<file path="src/rtl/lg2_pkg.sv">
package lg2_pkg;

  typedef enum logic [1:0] {
    ST_IDLE = 2'd0,
    ST_NORM = 2'd1,
    ST_ITER = 2'd2
  } lg2_state_e;

endpackage

</file>
<file path="src/rtl/lg2_lzc.sv">
// Leading-zero counter. The output is only meaningful for a nonzero input.
module lg2_lzc #(
  parameter int W  = 32,
  parameter int CW = $clog2(W)
) (
  input  logic [W-1:0]  din,
  output logic [CW-1:0] count
);

  always_comb begin
    count = '0;
    // Scan upward so that the highest set bit is the one that wins.
    for (int i = 0; i < W; i++) begin
      if (din[i]) count = CW'(W - 1 - i);
    end
  end

endmodule

</file>
<file path="src/rtl/lg2_shift.sv">
// Normalising left shifter.
module lg2_shift #(
  parameter int W  = 32,
  parameter int CW = $clog2(W)
) (
  input  logic [W-1:0]  din,
  input  logic [CW-1:0] amt,
  output logic [W-1:0]  dout
);

  assign dout = din << amt;

endmodule

</file>
<file path="src/rtl/lg2_sq_step.sv">
// One squaring iteration: the mantissa becomes the upper half of its square,
// and one complemented fraction bit enters the running result.
module lg2_sq_step #(
  parameter int W = 32
) (
  input  logic [W-1:0] mant_in,
  input  logic [W-1:0] res_in,
  output logic [W-1:0] mant_out,
  output logic [W-1:0] res_out
);

  logic [2*W-1:0] square;
  logic [W-1:0]   upper;
  logic           below_two;

  assign square    = {{W{1'b0}}, mant_in} * {{W{1'b0}}, mant_in};
  assign upper     = square[2*W-1:W];
  assign below_two = ~upper[W-1];

  // A square below 2.0 is renormalised by one place and the result is bumped.
  assign mant_out = below_two ? {upper[W-2:0], 1'b0} : upper;
  assign res_out  = {res_in[W-2:0], below_two};

endmodule

</file>
<file path="src/rtl/log2_seq.sv">
module log2_seq #(
  parameter int DATA_W = 32
) (
  input  logic              clk,
  input  logic              rst_n,
  input  logic              start,
  input  logic [DATA_W-1:0] operand,
  output logic [DATA_W-1:0] result,
  output logic              done,
  output logic              err
);
  import lg2_pkg::*;

  localparam int INT_W  = $clog2(DATA_W);
  localparam int FRAC_W = DATA_W - INT_W;
  localparam int CNT_W  = $clog2(FRAC_W) + 1;

  lg2_state_e        state_q, state_d;
  logic [DATA_W-1:0] op_q, op_d;
  logic [DATA_W-1:0] mant_q, mant_d;
  logic [DATA_W-1:0] res_q, res_d;
  logic [CNT_W-1:0]  cnt_q, cnt_d;
  logic [DATA_W-1:0] result_q, result_d;
  logic              err_q, err_d;
  logic              done_q, done_d;
  logic              op_en, work_en, out_en;

  logic [INT_W-1:0]  lz_count;
  logic [DATA_W-1:0] norm_mant;
  logic [DATA_W-1:0] step_mant;
  logic [DATA_W-1:0] step_res;

  lg2_lzc #(.W(DATA_W), .CW(INT_W)) u_lzc (
    .din   (op_q),
    .count (lz_count)
  );

  lg2_shift #(.W(DATA_W), .CW(INT_W)) u_shift (
    .din  (op_q),
    .amt  (lz_count),
    .dout (norm_mant)
  );

  lg2_sq_step #(.W(DATA_W)) u_step (
    .mant_in  (mant_q),
    .res_in   (res_q),
    .mant_out (step_mant),
    .res_out  (step_res)
  );

  // Next-state logic
  always_comb begin
    state_d  = state_q;
    op_d     = op_q;
    mant_d   = mant_q;
    res_d    = res_q;
    cnt_d    = cnt_q;
    result_d = result_q;
    err_d    = err_q;
    done_d   = 1'b0;
    op_en    = 1'b0;
    work_en  = 1'b0;
    out_en   = 1'b0;
    unique case (state_q)
      ST_IDLE: begin
        if (start) begin
          if (operand == '0) begin
            // No logarithm exists: report at once, never iterate.
            out_en   = 1'b1;
            result_d = '0;
            err_d    = 1'b1;
            done_d   = 1'b1;
          end else begin
            op_en   = 1'b1;
            op_d    = operand;
            state_d = ST_NORM;
          end
        end
      end
      ST_NORM: begin
        work_en = 1'b1;
        mant_d  = norm_mant;
        res_d   = DATA_W'(lz_count);
        cnt_d   = CNT_W'(FRAC_W - 1);
        state_d = ST_ITER;
      end
      ST_ITER: begin
        work_en = 1'b1;
        mant_d  = step_mant;
        res_d   = step_res;
        cnt_d   = cnt_q - 1'b1;
        if (cnt_q == '0) begin
          out_en   = 1'b1;
          result_d = ~step_res;
          err_d    = 1'b0;
          done_d   = 1'b1;
          state_d  = ST_IDLE;
        end
      end
      default: state_d = ST_IDLE;
    endcase
  end

  // Registers
  always_ff @(posedge clk or negedge rst_n) begin
    if (!rst_n) begin
      state_q  <= ST_IDLE;
      op_q     <= '0;
      mant_q   <= '0;
      res_q    <= '0;
      cnt_q    <= '0;
      result_q <= '0;
      err_q    <= 1'b0;
      done_q   <= 1'b0;
    end else begin
      state_q <= state_d;
      done_q  <= done_d;
      if (op_en) op_q <= op_d;
      if (work_en) begin
        mant_q <= mant_d;
        res_q  <= res_d;
        cnt_q  <= cnt_d;
      end
      if (out_en) begin
        result_q <= result_d;
        err_q    <= err_d;
      end
    end
  end

  assign result = result_q;
  assign done   = done_q;
  assign err    = err_q;

  // Assertions
  AST_ZERO_FAST: assert property (@(posedge clk) disable iff (!rst_n)
    (state_q == ST_IDLE && start && operand == '0) |=> (done && err && result == '0));
  AST_NONZERO_BUSY: assert property (@(posedge clk) disable iff (!rst_n)
    (state_q == ST_IDLE && start && operand != '0) |=> (!done && state_q == ST_NORM));
  AST_MANT_NORMALISED: assert property (@(posedge clk) disable iff (!rst_n)
    (state_q == ST_ITER) |-> mant_q[DATA_W-1]);
  AST_DONE_PULSE: assert property (@(posedge clk) disable iff (!rst_n)
    done |=> !done);
  AST_BUSY_NO_DONE: assert property (@(posedge clk) disable iff (!rst_n)
    (state_q == ST_NORM) |=> (!done && state_q == ST_ITER));
  AST_OUT_HELD: assert property (@(posedge clk) disable iff (!rst_n)
    !done |-> ($stable(result) && $stable(err)));

endmodule

</file>
<file path="config.mk">
export PLATFORM = sky130hd
export DESIGN_NAME = log2_seq
export DESIGN_NICKNAME = d
export VERILOG_FILES = /design/src/rtl/lg2_pkg.sv /design/src/rtl/lg2_lzc.sv /design/src/rtl/lg2_shift.sv /design/src/rtl/lg2_sq_step.sv /design/src/rtl/log2_seq.sv
export SDC_FILE = /design/constraint.sdc
export NUM_CORES = 2
export LEC_CHECK = 0
export BUFFER_PORTS_ARGS = -buffer_cell sky130_fd_sc_hd__buf_2
export CORE_MARGIN = 8
export CORE_UTILIZATION = 70
export DETAILED_ROUTE_END_ITERATION = 7
export PLACE_DENSITY = 0.95
export SETUP_SLACK_MARGIN = 0.3
export SYNTH_ARGS = -nofsm -noshare
export SYNTH_HDL_FRONTEND = slang
export SYNTH_SLANG_ARGS = --single-unit
</file>
<file path="constraint.sdc">
create_clock -name clk -period 12.3 [get_ports clk]
set_input_delay 0.615 -clock clk [delete_from_list [all_inputs] [get_ports clk]]
set_output_delay 0.615 -clock clk [all_outputs]
set_load 0.005 [all_outputs]
</file>
==> impl_metrics.tcl <==
set metrics [dict create \
    status "finished, violations left" \
    violations "design-rule violations" \
    grt_pass1_vias 32900 \
    critPathArrivalTime_ns 10.15 \
    postSynthCellCount 4069 \
    async_reset_ff_share_pct 100 \
    fin_crit_ns 9.83 \
    crit_required_ns 12.62 \
    drtIter0Drc 3407 \
    routed_wl_mm 105 \
    synth-edff-count 0 \
    grt_use_met3_pct 9.15 \
    place.gp.congestion 0.998 \
    cp_slowest_stage_delay_ns 1.05 \
    cts_max_level 4 \
    tightest_slew_ns 1.28 \
    fin_tns_setup_ns 0 \
    die_x_microns 247 \
    finalCritPeriodShare_pct 79.9 \
    synth_top_cell_by_area "fa_1" \
    nets 5129 \
    start_util_pct 70.8 \
    grt_setup_unrepaired "no" \
    slew-limit-headroom_pct 13.3 \
    yosysUniqueCellTypes 81 \
    port_buffers 68 \
    cts_tree "built" \
    cts.sinks 137 \
    worst_path_max_delay_cell "o311ai_0" \
    grt_overflow 0 \
    fmax_mhz 102 \
    root_buffer "clkbuf_16" \
    worstPathMaxFanout 23 \
    final_common_cell "inv_1" \
    use_met1_pct 41.7 \
    use_met2_pct 57.7 \
    worst_slack_ns 2.47 \
    layout_common_cells "1024 x inv_1, 791 x fa_1, 389 x nand2_1" \
    via_count 29900 \
    antenna_found_initial 3 \
    vias_per_cell 6.35 \
    drive_above_1_share_pct 5.51 \
    hpwl_mm 81.8 \
    syn_nets 5197 \
    die_y_microns 247 \
    cp-end-kind "flip-flop" \
    synth_area_sq_um 37300 \
    syn_to_final_growth_pct 3.68 \
    holdWs_ns 0.246 \
    track_usage_pct 35.4 \
    antenna_left 0 \
    slew_violations 0 \
    cts_buffers 17 \
    start_kind "flip-flop" \
    crit_type "flip-flop to flip-flop" \
    crit_top_cell "fa_1" \
    first_pass_iters 8 \
    ys_ff_latch 137 \
    fp.dieArea_sq_um 60900 \
    stdcell_count 4702 \
    setup-violations-final 0 \
    row_count 84 \
    hold_path_class "input pin to asynchronous set/reset pin" \
    pin_count 69 \
    wl_per_cell_microns 22.4 \
    pre_cts_ws_ns 2.88 \
    cts_resized 0 \
    clk_pin_slew_ns 0.06 \
    synth_top_area_share_pct 42.5 \
    cts_setup_buffers 0 \
    drv_cap 0 \
    syn-mean-instance-area_sq_um 9.16 \
    grt_max_degree 102 \
    hold_buffers 0 \
    synthFlopType "dfrtp_1" \
    grt_pass1_wl_mm 170 \
    drc_errors 5 \
    synth_seq_area_share_pct 9.20 \
    synth_area_leaders "fa_1 42%, inv_1 10%, ha_1 10%" \
    clock_skew_ns 0.00792 \
    grt.busiest_layer "met2" \
    coreArea_sq_um 52700 \
    dp_cells 4670 \
    hold_violations 0 \
    clk_latency_ns 0.43 \
    yosysWarnings 0 \
    clk_path_buf_depth 2 \
]
-- final cells by class --
type / instances / area (sq um)
tap: 688 / 861
clock inverter: 14 / 161
multi-input combinational: 2705 / 29200
fill: 3360 / 14000
sequential: 137 / 3430
clock buffer: 17 / 425
timing repair buffer: 113 / 684
inverter: 1027 / 3850
antenna: 1 / 2.50
-- per-stage QoR --
| stage | utilization (%) | area [sq um] |
|---|---|---|
| 6_report | 73.4 | 38600 |
| 5_1_grt | 73.4 | 38600 |
| 3_5_place_dp | 72.3 | 38100 |
| 2_1_floorplan | - | 37300 |
| 4_1_cts | 73.4 | 38600 |
| 3_3_place_gp | 72.3 | 38100 |
-- registers in the layout, summed over array words and instances (netlist names) --
name     flops
res_q       31
mant_q      32
err          1
cnt_q        6
done         1
result      32
op_q        32
state_q      2
-- path summary, 6_finish.rpt --
check                             from         end  slack, ns  cells past startpoint
min in group clk           operand[21]    op_q[21]       0.43                      2
max in group asynchronous        rst_n  result[19]      10.90                      2
max                         mant_q[14]  mant_q[29]       2.47                     26
min                              rst_n    op_q[22]       0.25                      1
max reg2reg                 mant_q[14]  mant_q[29]       2.47                     26
min reg2reg                  res_q[30]  result[31]       0.47                      1
-- critical path: cells and delay by family, from the launching register on --
| family | cells | cell delay, ns |
|---|---|---|
| DFF | 1 | 0.90 |
| adders and majority gates | 9 | 4.32 |
| AOI/OAI and AO/OA | 5 | 2.13 |
| buffers and inverters | 6 | 0.72 |
| and+or+nand+nor | 6 | 1.66 |
-- cell usage after synthesis, types with 34 or more instances --
library cell	n
inv_1	1024
fa_1	791
nand2_1	389
ha_1	302
and2_1	243
clkbuf_1	167
dfrtp_1	137
nor2_1	110
o21ai_0	90
a21oi_1	86
nand3_1	68
mux2i_1	41
nor4_1	40
xor2_1	39
o31ai_1	37
mux2_2	36
xnor2_1	34
-- metal layers --
layer	vias up	wire length (microns)
met5	-	13
met4	2	8390
met3	665	12300
met2	2186	49500
met1	14600	35000
li1	12400	-
-- cell families (layout without fill, tap and decap cells) --
logic type               count (synthesis)  in the layout  synth area share (%)
XOR/XNOR                                73             73                  1.72
AND/OR/NAND/NOR                        975            975                  12.8
AO/OA/AOI/OAI                          486            486                  8.96
other                                    0              1                     0
adder cells (fa/ha/maj)               1093           1093                  52.6
flip-flops                             137            137                  9.20
buffers and inverters                 1227           1171                  12.5
multiplexers                            78             78                  2.23
Power is not shown: default switching activity piles up to over one toggle a cycle in this logic, so the estimate is an artifact.
